[src/rtl/sram_ctrl_pkg.sv]
package sram_ctrl_pkg;

  typedef enum logic [2:0] {
    ST_IDLE       = 3'd0,
    ST_RD_SETUP   = 3'd1,
    ST_RD_WAIT    = 3'd2,
    ST_WR_SETUP   = 3'd3,
    ST_WR_PULSE   = 3'd4,
    ST_WR_RECOVER = 3'd5
  } seq_state_e;

  // Minimum time in picoseconds -> whole clock cycles, at least one.
  function automatic int unsigned ceil_cyc(input int unsigned t_ps, input int unsigned clk_ps);
    int unsigned c;
    c = (t_ps + clk_ps - 1) / clk_ps;
    return (c == 0) ? 1 : c;
  endfunction

  function automatic int unsigned max_u(input int unsigned a, input int unsigned b);
    return (a > b) ? a : b;
  endfunction

endpackage

[src/rtl/sram_seq_fsm.sv]
module sram_seq_fsm
  import sram_ctrl_pkg::*;
#(
  parameter int unsigned RD_CYC  = 3,
  parameter int unsigned SU_CYC  = 2,
  parameter int unsigned WP_CYC  = 3,
  parameter int unsigned REC_CYC = 1
) (
  input  logic       clk,
  input  logic       rst_n,
  input  logic       req_valid,
  input  logic       req_write,
  output seq_state_e state_q,
  output seq_state_e state_d,
  output logic       accept,
  output logic       finish
);

  localparam int unsigned MAX_LEN = max_u(max_u(RD_CYC, SU_CYC), max_u(WP_CYC, REC_CYC));
  localparam int unsigned CNT_W   = (MAX_LEN < 2) ? 1 : $clog2(MAX_LEN);

  logic [CNT_W-1:0] cnt_q, cnt_d;
  logic             cnt_zero;

  assign cnt_zero = (cnt_q == '0);

  function automatic logic [CNT_W-1:0] phase_len(input seq_state_e s);
    case (s)
      ST_RD_WAIT:    return CNT_W'(RD_CYC - 1);
      ST_WR_SETUP:   return CNT_W'(SU_CYC - 1);
      ST_WR_PULSE:   return CNT_W'(WP_CYC - 1);
      ST_WR_RECOVER: return CNT_W'(REC_CYC - 1);
      default:       return '0;
    endcase
  endfunction

  always_comb begin
    state_d = state_q;
    case (state_q)
      ST_IDLE:       if (req_valid) state_d = req_write ? ST_WR_SETUP : ST_RD_SETUP;
      ST_RD_SETUP:   state_d = ST_RD_WAIT;
      ST_RD_WAIT:    if (cnt_zero) state_d = ST_IDLE;
      ST_WR_SETUP:   if (cnt_zero) state_d = ST_WR_PULSE;
      ST_WR_PULSE:   if (cnt_zero) state_d = ST_WR_RECOVER;
      ST_WR_RECOVER: if (cnt_zero) state_d = ST_IDLE;
      default:       state_d = ST_IDLE;
    endcase
  end

  always_comb begin
    if (state_d != state_q)  cnt_d = phase_len(state_d);
    else if (!cnt_zero)      cnt_d = cnt_q - 1'b1;
    else                     cnt_d = cnt_q;
  end

  assign accept = (state_q == ST_IDLE) && req_valid;
  assign finish = (state_q != ST_IDLE) && (state_d == ST_IDLE);

  always_ff @(posedge clk or negedge rst_n) begin
    if (!rst_n) begin
      state_q <= ST_IDLE;
      cnt_q   <= '0;
    end else begin
      state_q <= state_d;
      cnt_q   <= cnt_d;
    end
  end

  // A busy controller never re-enters a start phase without passing idle.
  AST_NO_ACCEPT_BUSY: assert property (@(posedge clk) disable iff (!rst_n)
    (state_q != ST_IDLE && state_q != ST_RD_SETUP && state_q != ST_WR_SETUP && state_q != ST_RD_WAIT)
      |=> (state_q != ST_RD_SETUP));

  AST_PULSE_FROM_SETUP: assert property (@(posedge clk) disable iff (!rst_n)
    (state_q == ST_WR_PULSE && $past(state_q) != ST_WR_PULSE) |-> $past(state_q) == ST_WR_SETUP);

endmodule

[src/rtl/sram_pin_regs.sv]
module sram_pin_regs
  import sram_ctrl_pkg::*;
#(
  parameter int unsigned ADDR_W = 19,
  parameter int unsigned DATA_W = 8
) (
  input  logic              clk,
  input  logic              rst_n,
  input  seq_state_e        state_q,
  input  seq_state_e        state_d,
  input  logic              accept,
  input  logic              finish,
  input  logic [ADDR_W-1:0] req_addr,
  input  logic [DATA_W-1:0] req_wdata,
  input  logic [DATA_W-1:0] mem_dq_i,
  output logic [ADDR_W-1:0] mem_addr,
  output logic              mem_ce_n,
  output logic              mem_oe_n,
  output logic              mem_we_n,
  output logic [DATA_W-1:0] mem_dq_o,
  output logic              mem_dq_oe,
  output logic [DATA_W-1:0] rsp_rdata,
  output logic              req_ready
);

  logic ce_n_d, oe_n_d, we_n_d, dq_oe_d, capture_en;

  always_comb begin
    ce_n_d  = !(state_d == ST_RD_SETUP || state_d == ST_RD_WAIT ||
                state_d == ST_WR_SETUP || state_d == ST_WR_PULSE);
    oe_n_d  = !(state_d == ST_RD_WAIT);
    we_n_d  = !(state_d == ST_WR_PULSE);
    // Drive opens one cycle into the pulse and closes with the rising strobe.
    dq_oe_d = (state_d == ST_WR_PULSE) && (state_q == ST_WR_PULSE);
    capture_en = finish && (state_q == ST_RD_WAIT);
  end

  always_ff @(posedge clk or negedge rst_n) begin
    if (!rst_n) begin
      mem_ce_n  <= 1'b1;
      mem_oe_n  <= 1'b1;
      mem_we_n  <= 1'b1;
      mem_dq_oe <= 1'b0;
      req_ready <= 1'b0;
    end else begin
      mem_ce_n  <= ce_n_d;
      mem_oe_n  <= oe_n_d;
      mem_we_n  <= we_n_d;
      mem_dq_oe <= dq_oe_d;
      req_ready <= finish;
    end
  end

  always_ff @(posedge clk or negedge rst_n) begin
    if (!rst_n) begin
      mem_addr <= '0;
      mem_dq_o <= '0;
    end else if (accept) begin
      mem_addr <= req_addr;
      mem_dq_o <= req_wdata;
    end
  end

  always_ff @(posedge clk or negedge rst_n) begin
    if (!rst_n)          rsp_rdata <= '0;
    else if (capture_en) rsp_rdata <= mem_dq_i;
  end

  AST_NO_CONTENTION: assert property (@(posedge clk) disable iff (!rst_n)
    mem_dq_oe |-> (mem_oe_n && !mem_we_n));

  AST_DRIVE_AFTER_WE: assert property (@(posedge clk) disable iff (!rst_n)
    $rose(mem_dq_oe) |-> $past(!mem_we_n));

  AST_DRIVE_ENDS_WITH_WE: assert property (@(posedge clk) disable iff (!rst_n)
    $rose(mem_we_n) |-> !mem_dq_oe);

  AST_READ_STROBES: assert property (@(posedge clk) disable iff (!rst_n)
    !mem_oe_n |-> (mem_we_n && !mem_ce_n));

  AST_WRITE_STROBES: assert property (@(posedge clk) disable iff (!rst_n)
    !mem_we_n |-> (mem_oe_n && !mem_ce_n));

  AST_ADDR_STABLE_WE: assert property (@(posedge clk) disable iff (!rst_n)
    (!mem_we_n && !$past(mem_we_n)) |-> $stable(mem_addr));

  AST_READY_PULSE: assert property (@(posedge clk) disable iff (!rst_n)
    req_ready |=> !req_ready);

endmodule

[src/rtl/sram_strobe_ctrl.sv]
module sram_strobe_ctrl
  import sram_ctrl_pkg::*;
#(
  parameter int unsigned ADDR_W        = 19,
  parameter int unsigned DATA_W        = 8,
  parameter int unsigned CLK_PERIOD_PS = 4000,
  parameter int unsigned T_ACCESS_PS   = 10000,
  parameter int unsigned T_FLOAT_PS    = 5000,
  parameter int unsigned T_WPULSE_PS   = 7000,
  parameter int unsigned T_DSETUP_PS   = 5000,
  parameter int unsigned T_WCYCLE_PS   = 10000
) (
  input  logic              clk,
  input  logic              rst_n,
  input  logic              req_valid,
  input  logic              req_write,
  input  logic [ADDR_W-1:0] req_addr,
  input  logic [DATA_W-1:0] req_wdata,
  output logic              req_ready,
  output logic [DATA_W-1:0] rsp_rdata,
  output logic [ADDR_W-1:0] mem_addr,
  output logic              mem_ce_n,
  output logic              mem_oe_n,
  output logic              mem_we_n,
  output logic [DATA_W-1:0] mem_dq_o,
  output logic              mem_dq_oe,
  input  logic [DATA_W-1:0] mem_dq_i
);

  localparam int unsigned RD_CYC  = ceil_cyc(T_ACCESS_PS, CLK_PERIOD_PS);
  localparam int unsigned SU_CYC  = ceil_cyc(T_FLOAT_PS, CLK_PERIOD_PS);
  localparam int unsigned DS_CYC  = ceil_cyc(T_DSETUP_PS, CLK_PERIOD_PS);
  localparam int unsigned WP_CYC  = max_u(ceil_cyc(T_WPULSE_PS, CLK_PERIOD_PS), DS_CYC + 1);
  localparam int unsigned WC_CYC  = ceil_cyc(T_WCYCLE_PS, CLK_PERIOD_PS);
  localparam int unsigned REC_CYC = (WC_CYC > SU_CYC + WP_CYC) ? (WC_CYC - SU_CYC - WP_CYC) : 1;

  logic [1:0] rst_pipe;
  logic       rst_int_n;

  always_ff @(posedge clk or negedge rst_n) begin
    if (!rst_n) rst_pipe <= 2'b00;
    else        rst_pipe <= {rst_pipe[0], 1'b1};
  end
  assign rst_int_n = rst_pipe[1];

  seq_state_e state_q, state_d;
  logic       accept, finish;

  sram_seq_fsm #(
    .RD_CYC (RD_CYC),
    .SU_CYC (SU_CYC),
    .WP_CYC (WP_CYC),
    .REC_CYC(REC_CYC)
  ) u_fsm (
    .clk      (clk),
    .rst_n    (rst_int_n),
    .req_valid(req_valid),
    .req_write(req_write),
    .state_q  (state_q),
    .state_d  (state_d),
    .accept   (accept),
    .finish   (finish)
  );

  sram_pin_regs #(
    .ADDR_W(ADDR_W),
    .DATA_W(DATA_W)
  ) u_pins (
    .clk      (clk),
    .rst_n    (rst_int_n),
    .state_q  (state_q),
    .state_d  (state_d),
    .accept   (accept),
    .finish   (finish),
    .req_addr (req_addr),
    .req_wdata(req_wdata),
    .mem_dq_i (mem_dq_i),
    .mem_addr (mem_addr),
    .mem_ce_n (mem_ce_n),
    .mem_oe_n (mem_oe_n),
    .mem_we_n (mem_we_n),
    .mem_dq_o (mem_dq_o),
    .mem_dq_oe(mem_dq_oe),
    .rsp_rdata(rsp_rdata),
    .req_ready(req_ready)
  );

endmodule

[config.mk]
export PLATFORM = sky130hd
export DESIGN_NAME = sram_strobe_ctrl
export DESIGN_NICKNAME = d
export VERILOG_FILES = /design/src/rtl/sram_ctrl_pkg.sv /design/src/rtl/sram_seq_fsm.sv /design/src/rtl/sram_pin_regs.sv /design/src/rtl/sram_strobe_ctrl.sv
export SDC_FILE = /design/constraint.sdc
export NUM_CORES = 1
export LEC_CHECK = 0
export BUFFER_PORTS_ARGS = -buffer_cell sky130_fd_sc_hd__buf_2
export CAP_MARGIN = 20
export CORE_AREA = 2 2 78 95
export DETAILED_ROUTE_END_ITERATION = 8
export DIE_AREA = 0 0 80 97
export GPL_TIMING_DRIVEN = 0
export PLACE_DENSITY = 0.61
export SLEW_MARGIN = 25
export SYNTH_ARGS = -nofsm -noshare
export SYNTH_HDL_FRONTEND = slang
export SYNTH_SLANG_ARGS = --single-unit
[constraint.sdc]
create_clock -name clk -period 3.9 [get_ports clk]
set_clock_uncertainty 0.15 [all_clocks]
set_input_delay 0.39 -clock clk [delete_from_list [all_inputs] [get_ports clk]]
set_output_delay 0.39 -clock clk [all_outputs]
set_load 0.02 [all_outputs]
==> impl_metrics.yaml <==
route:
  vias: 1313
  drtPass1Iterations: 4
  wirelength_um: 3890
  drtIter0Drc: 32
  wire_per_inst_um: 12.7
  viasPerCell: 4.29
  route.detailed.drc: 0
  ant_nets: 0
grt:
  grt_pass1_vias: 1292
  grt-ovfl-total: 0
  track_usage_pct: 10.2
  grt_pass1_wl_um: 6250
  grt_max_degree: 28
  antenna_found_initial: 0
timing:
  hold_viol: 0
  rsz0062_at_grt: "false"
  whs_ns: 0.0482
  tns_ns: 0
  slew_violations: 0
  finalSetupViolations: 0
  fin_crit_sh_pct: 46.6
  fmax_mhz: 551
  post-route-min-period_ns: 1.82
synth:
  ys_ff_latch: 47
  synth_seq_area_share_pct: 58.9
  synth.avg_cell_area_um2: 15.3
  ys_types: 29
  synthTopCellsByArea: "dfrtp_1, mux2_4, mux2_2, dfstp_2, buf_6"
  yosys.area.top_type: "dfrtp_1"
  postSynthNetCount: 171
  syn_area_um2: 2000
  postSynthCellCount: 131
  synth_top_area_share_pct: 54.9
  ys.warnings.count: 0
clock_network:
  cts_tree: "yes"
  htree_levels: 2
  clockRootBuffer: "clkbuf_8"
  insertion_delay_ns: 0.30
  post_cts.repair.setup_buffers: 0
  clk_pin_slew_ns: 0.10
  cts_buffers: 5
  clockBufferDepth: 2
  cts_sinks: 47
setup_path:
  critPathMaxStageDelay_ns: 0.40
  reg2reg_depth: 6
  rr_endpoint: "u_pins.rsp_rdata[4]$_DFFE_PN0P_"
  cp_num_buf_inv: 2
  critPathKind: "flip-flop to flip-flop"
  r2r_setup_slack_ns: 2.08
  slowest_stage: "dfrtp_1"
  rr_startpoint: "u_fsm.cnt_q[0]$_DFFE_PN0P_"
  end_kind: "flip-flop"
  crit_arrival_ns: 1.85
  crit_chain: "inv_1, ha_1, buf_2, nand2b_1, nor2_4, mux2_2"
  cpLargestDelayFamily: "flip-flops"
  path_max_fanout: 10
  cp.required_ns: 3.94
  start_kind: "flip-flop"
min_path:
  holdCritPathClass: "flip-flop to asynchronous set/reset pin"
run_status:
  run_status: "complete, no violations"
final_layout:
  seqCellArea_um2: 1180
  num-fill-cells: 664
  drive_above_1_share_pct: 61.6
  multi_input_area_um2: 712
  stdcell_count: 306
  design_area_um2: 2620
  nets: 258
  area_growth_syn_to_layout_pct: 30.8
  antennaDiodeCount: 0
power_and_ir_drop:
  power-per-cell-area_nw_per_um2: 900
  leakage_uw: 0.00129
  power_uw: 2360
  ir_drop_mv: 0.327
placement:
  dp.cells: 297
  hpwl_um: 2900
  portBuffers: 78
  gp_congestion: 0.676
  place_area_um2: 2520
floorplan:
  core_area_um2: 6770
  die_w_um: 80
  dieArea_um2: 7760
  rows: 33
  initial_core_util_pct: 29.6
  dieHeight_um: 97
  ios: 79
run:
  drv_cap: 0
worst register-to-register path: stages (launching register included):
cell and delay [ns]:
dfrtp_1 0.40, inv_1 0.06, ha_1 0.13, buf_2 0.19
nand2b_1 0.15, nor2_4 0.25, mux2_2 0.37
what timing repair did:
action                                 4_1_cts  5_1_grt
endpoints found under the hold margin        2        0
gates resized for setup                      0        0
hold buffers                                 1        0
registers in the layout (all words and copies together) (netlist names):
signal,count
u_pins.mem_we_n,1
u_pins.mem_addr,19
u_pins.req_ready,1
u_fsm.cnt_q,2
u_pins.mem_dq_oe,1
u_pins.mem_dq_o,8
u_pins.mem_oe_n,1
rst_pipe,2
u_pins.rsp_rdata,8
u_fsm.state_q,3
u_pins.mem_ce_n,1
worst max path at each step:
stage | depth (start not counted) | startpoint | end
3_5_place_dp | 6 | u_fsm.cnt_q[0]$_DFFE_PN0P_ | u_pins.rsp_rdata[6]$_DFFE_PN0P_
2_1_floorplan | 5 | u_fsm.state_q[0]$_DFF_PN0_ | u_pins.mem_addr[10]$_DFFE_PN0P_
3_3_place_gp | 0 | rst_pipe[1]$_DFF_PN0_ | u_pins.rsp_rdata[6]$_DFFE_PN0P_
4_1_cts | 6 | u_fsm.cnt_q[0]$_DFFE_PN0P_ | u_pins.rsp_rdata[6]$_DFFE_PN0P_
5_1_grt | 6 | u_fsm.cnt_q[0]$_DFFE_PN0P_ | u_pins.rsp_rdata[4]$_DFFE_PN0P_
6_report | 6 | u_fsm.cnt_q[0]$_DFFE_PN0P_ | u_pins.rsp_rdata[4]$_DFFE_PN0P_
stage by stage:
stage	utilization, %	worst slack [ns]
floorplan	-	2.26
global placement	37.0	1.75
detailed placement	37.3	2.08
CTS	38.7	2.06
global route	38.7	1.94
finish	38.7	2.08
cell type report:
type / instances / share of cell area, %
well taps: 87 / 4.15
clock inverters: 3 / 0.716
clock buffers: 5 / 2.62
flip-flops and latches: 47 / 45.0
inverters: 6 / 0.859
repair buffers: 80 / 16.0
multi-input cells: 71 / 27.1
plain buffers: 7 / 3.44
synth_stat cells, drive strengths merged:
library cell	number
dfrtp	44
mux2	35
buf	7
nand2	7
inv	6
nor2	4
dfstp	3
nor3	3
a21oi	2
mux2i	2
nand2b	2
o211ai	2
xnor2	2
a211o	1
a211oi	1
a22oi	1
a311o	1
a31oi	1
conb	1
ha	1
nand3	1
nor4b	1
o21ai	1
o21bai	1
o32a	1
placed cells by master, fill, tap and decap left out, types with 3 or more instances in the layout:
| cell | Yosys | layout |
|---|---|---|
| dfstp_2 | 3 | 3 |
| mux2_2 | 16 | 16 |
| mux2_4 | 19 | 19 |
| buf_6 | 4 | 4 |
| buf_12 | 2 | 3 |
| clkbuf_8 | 0 | 5 |
| inv_1 | 6 | 6 |
| nand2_1 | 7 | 7 |
| nor3_1 | 3 | 3 |
| buf_2 | 1 | 79 |
| dfrtp_1 | 44 | 43 |
| nor2_1 | 3 | 3 |
per-layer routing:
layer	up-vias	global-route usage, %	part of all wire [%]
met2	47	16.9	49
li1	625	-	-
met4	0	3.13	1.5
met3	7	2.80	6.6
met1	634	12.6	43
met5	-	0	0
logic make-up after synthesis:
kind of cell | Yosys count | synth area share [%]
buffers and inverters | 13 | 5.62
AND/OR/NAND/NOR | 18 | 5.24
other | 1 | 0.187
XOR/XNOR | 2 | 0.874
AO/OA/AOI/OAI | 12 | 4.37
multiplexers | 37 | 24.2
flip-flops | 47 | 58.9
adder cells (fa/ha/maj) | 1 | 0.624
where the power goes:
group          total, µW  internal (µW)  switching [µW]
Clock                293            126             167
Combinational       1230            589             642
Sequential           837            730             107
Total               2360           1450             915
No activity file was read; power rests on OpenSTA's default activity.
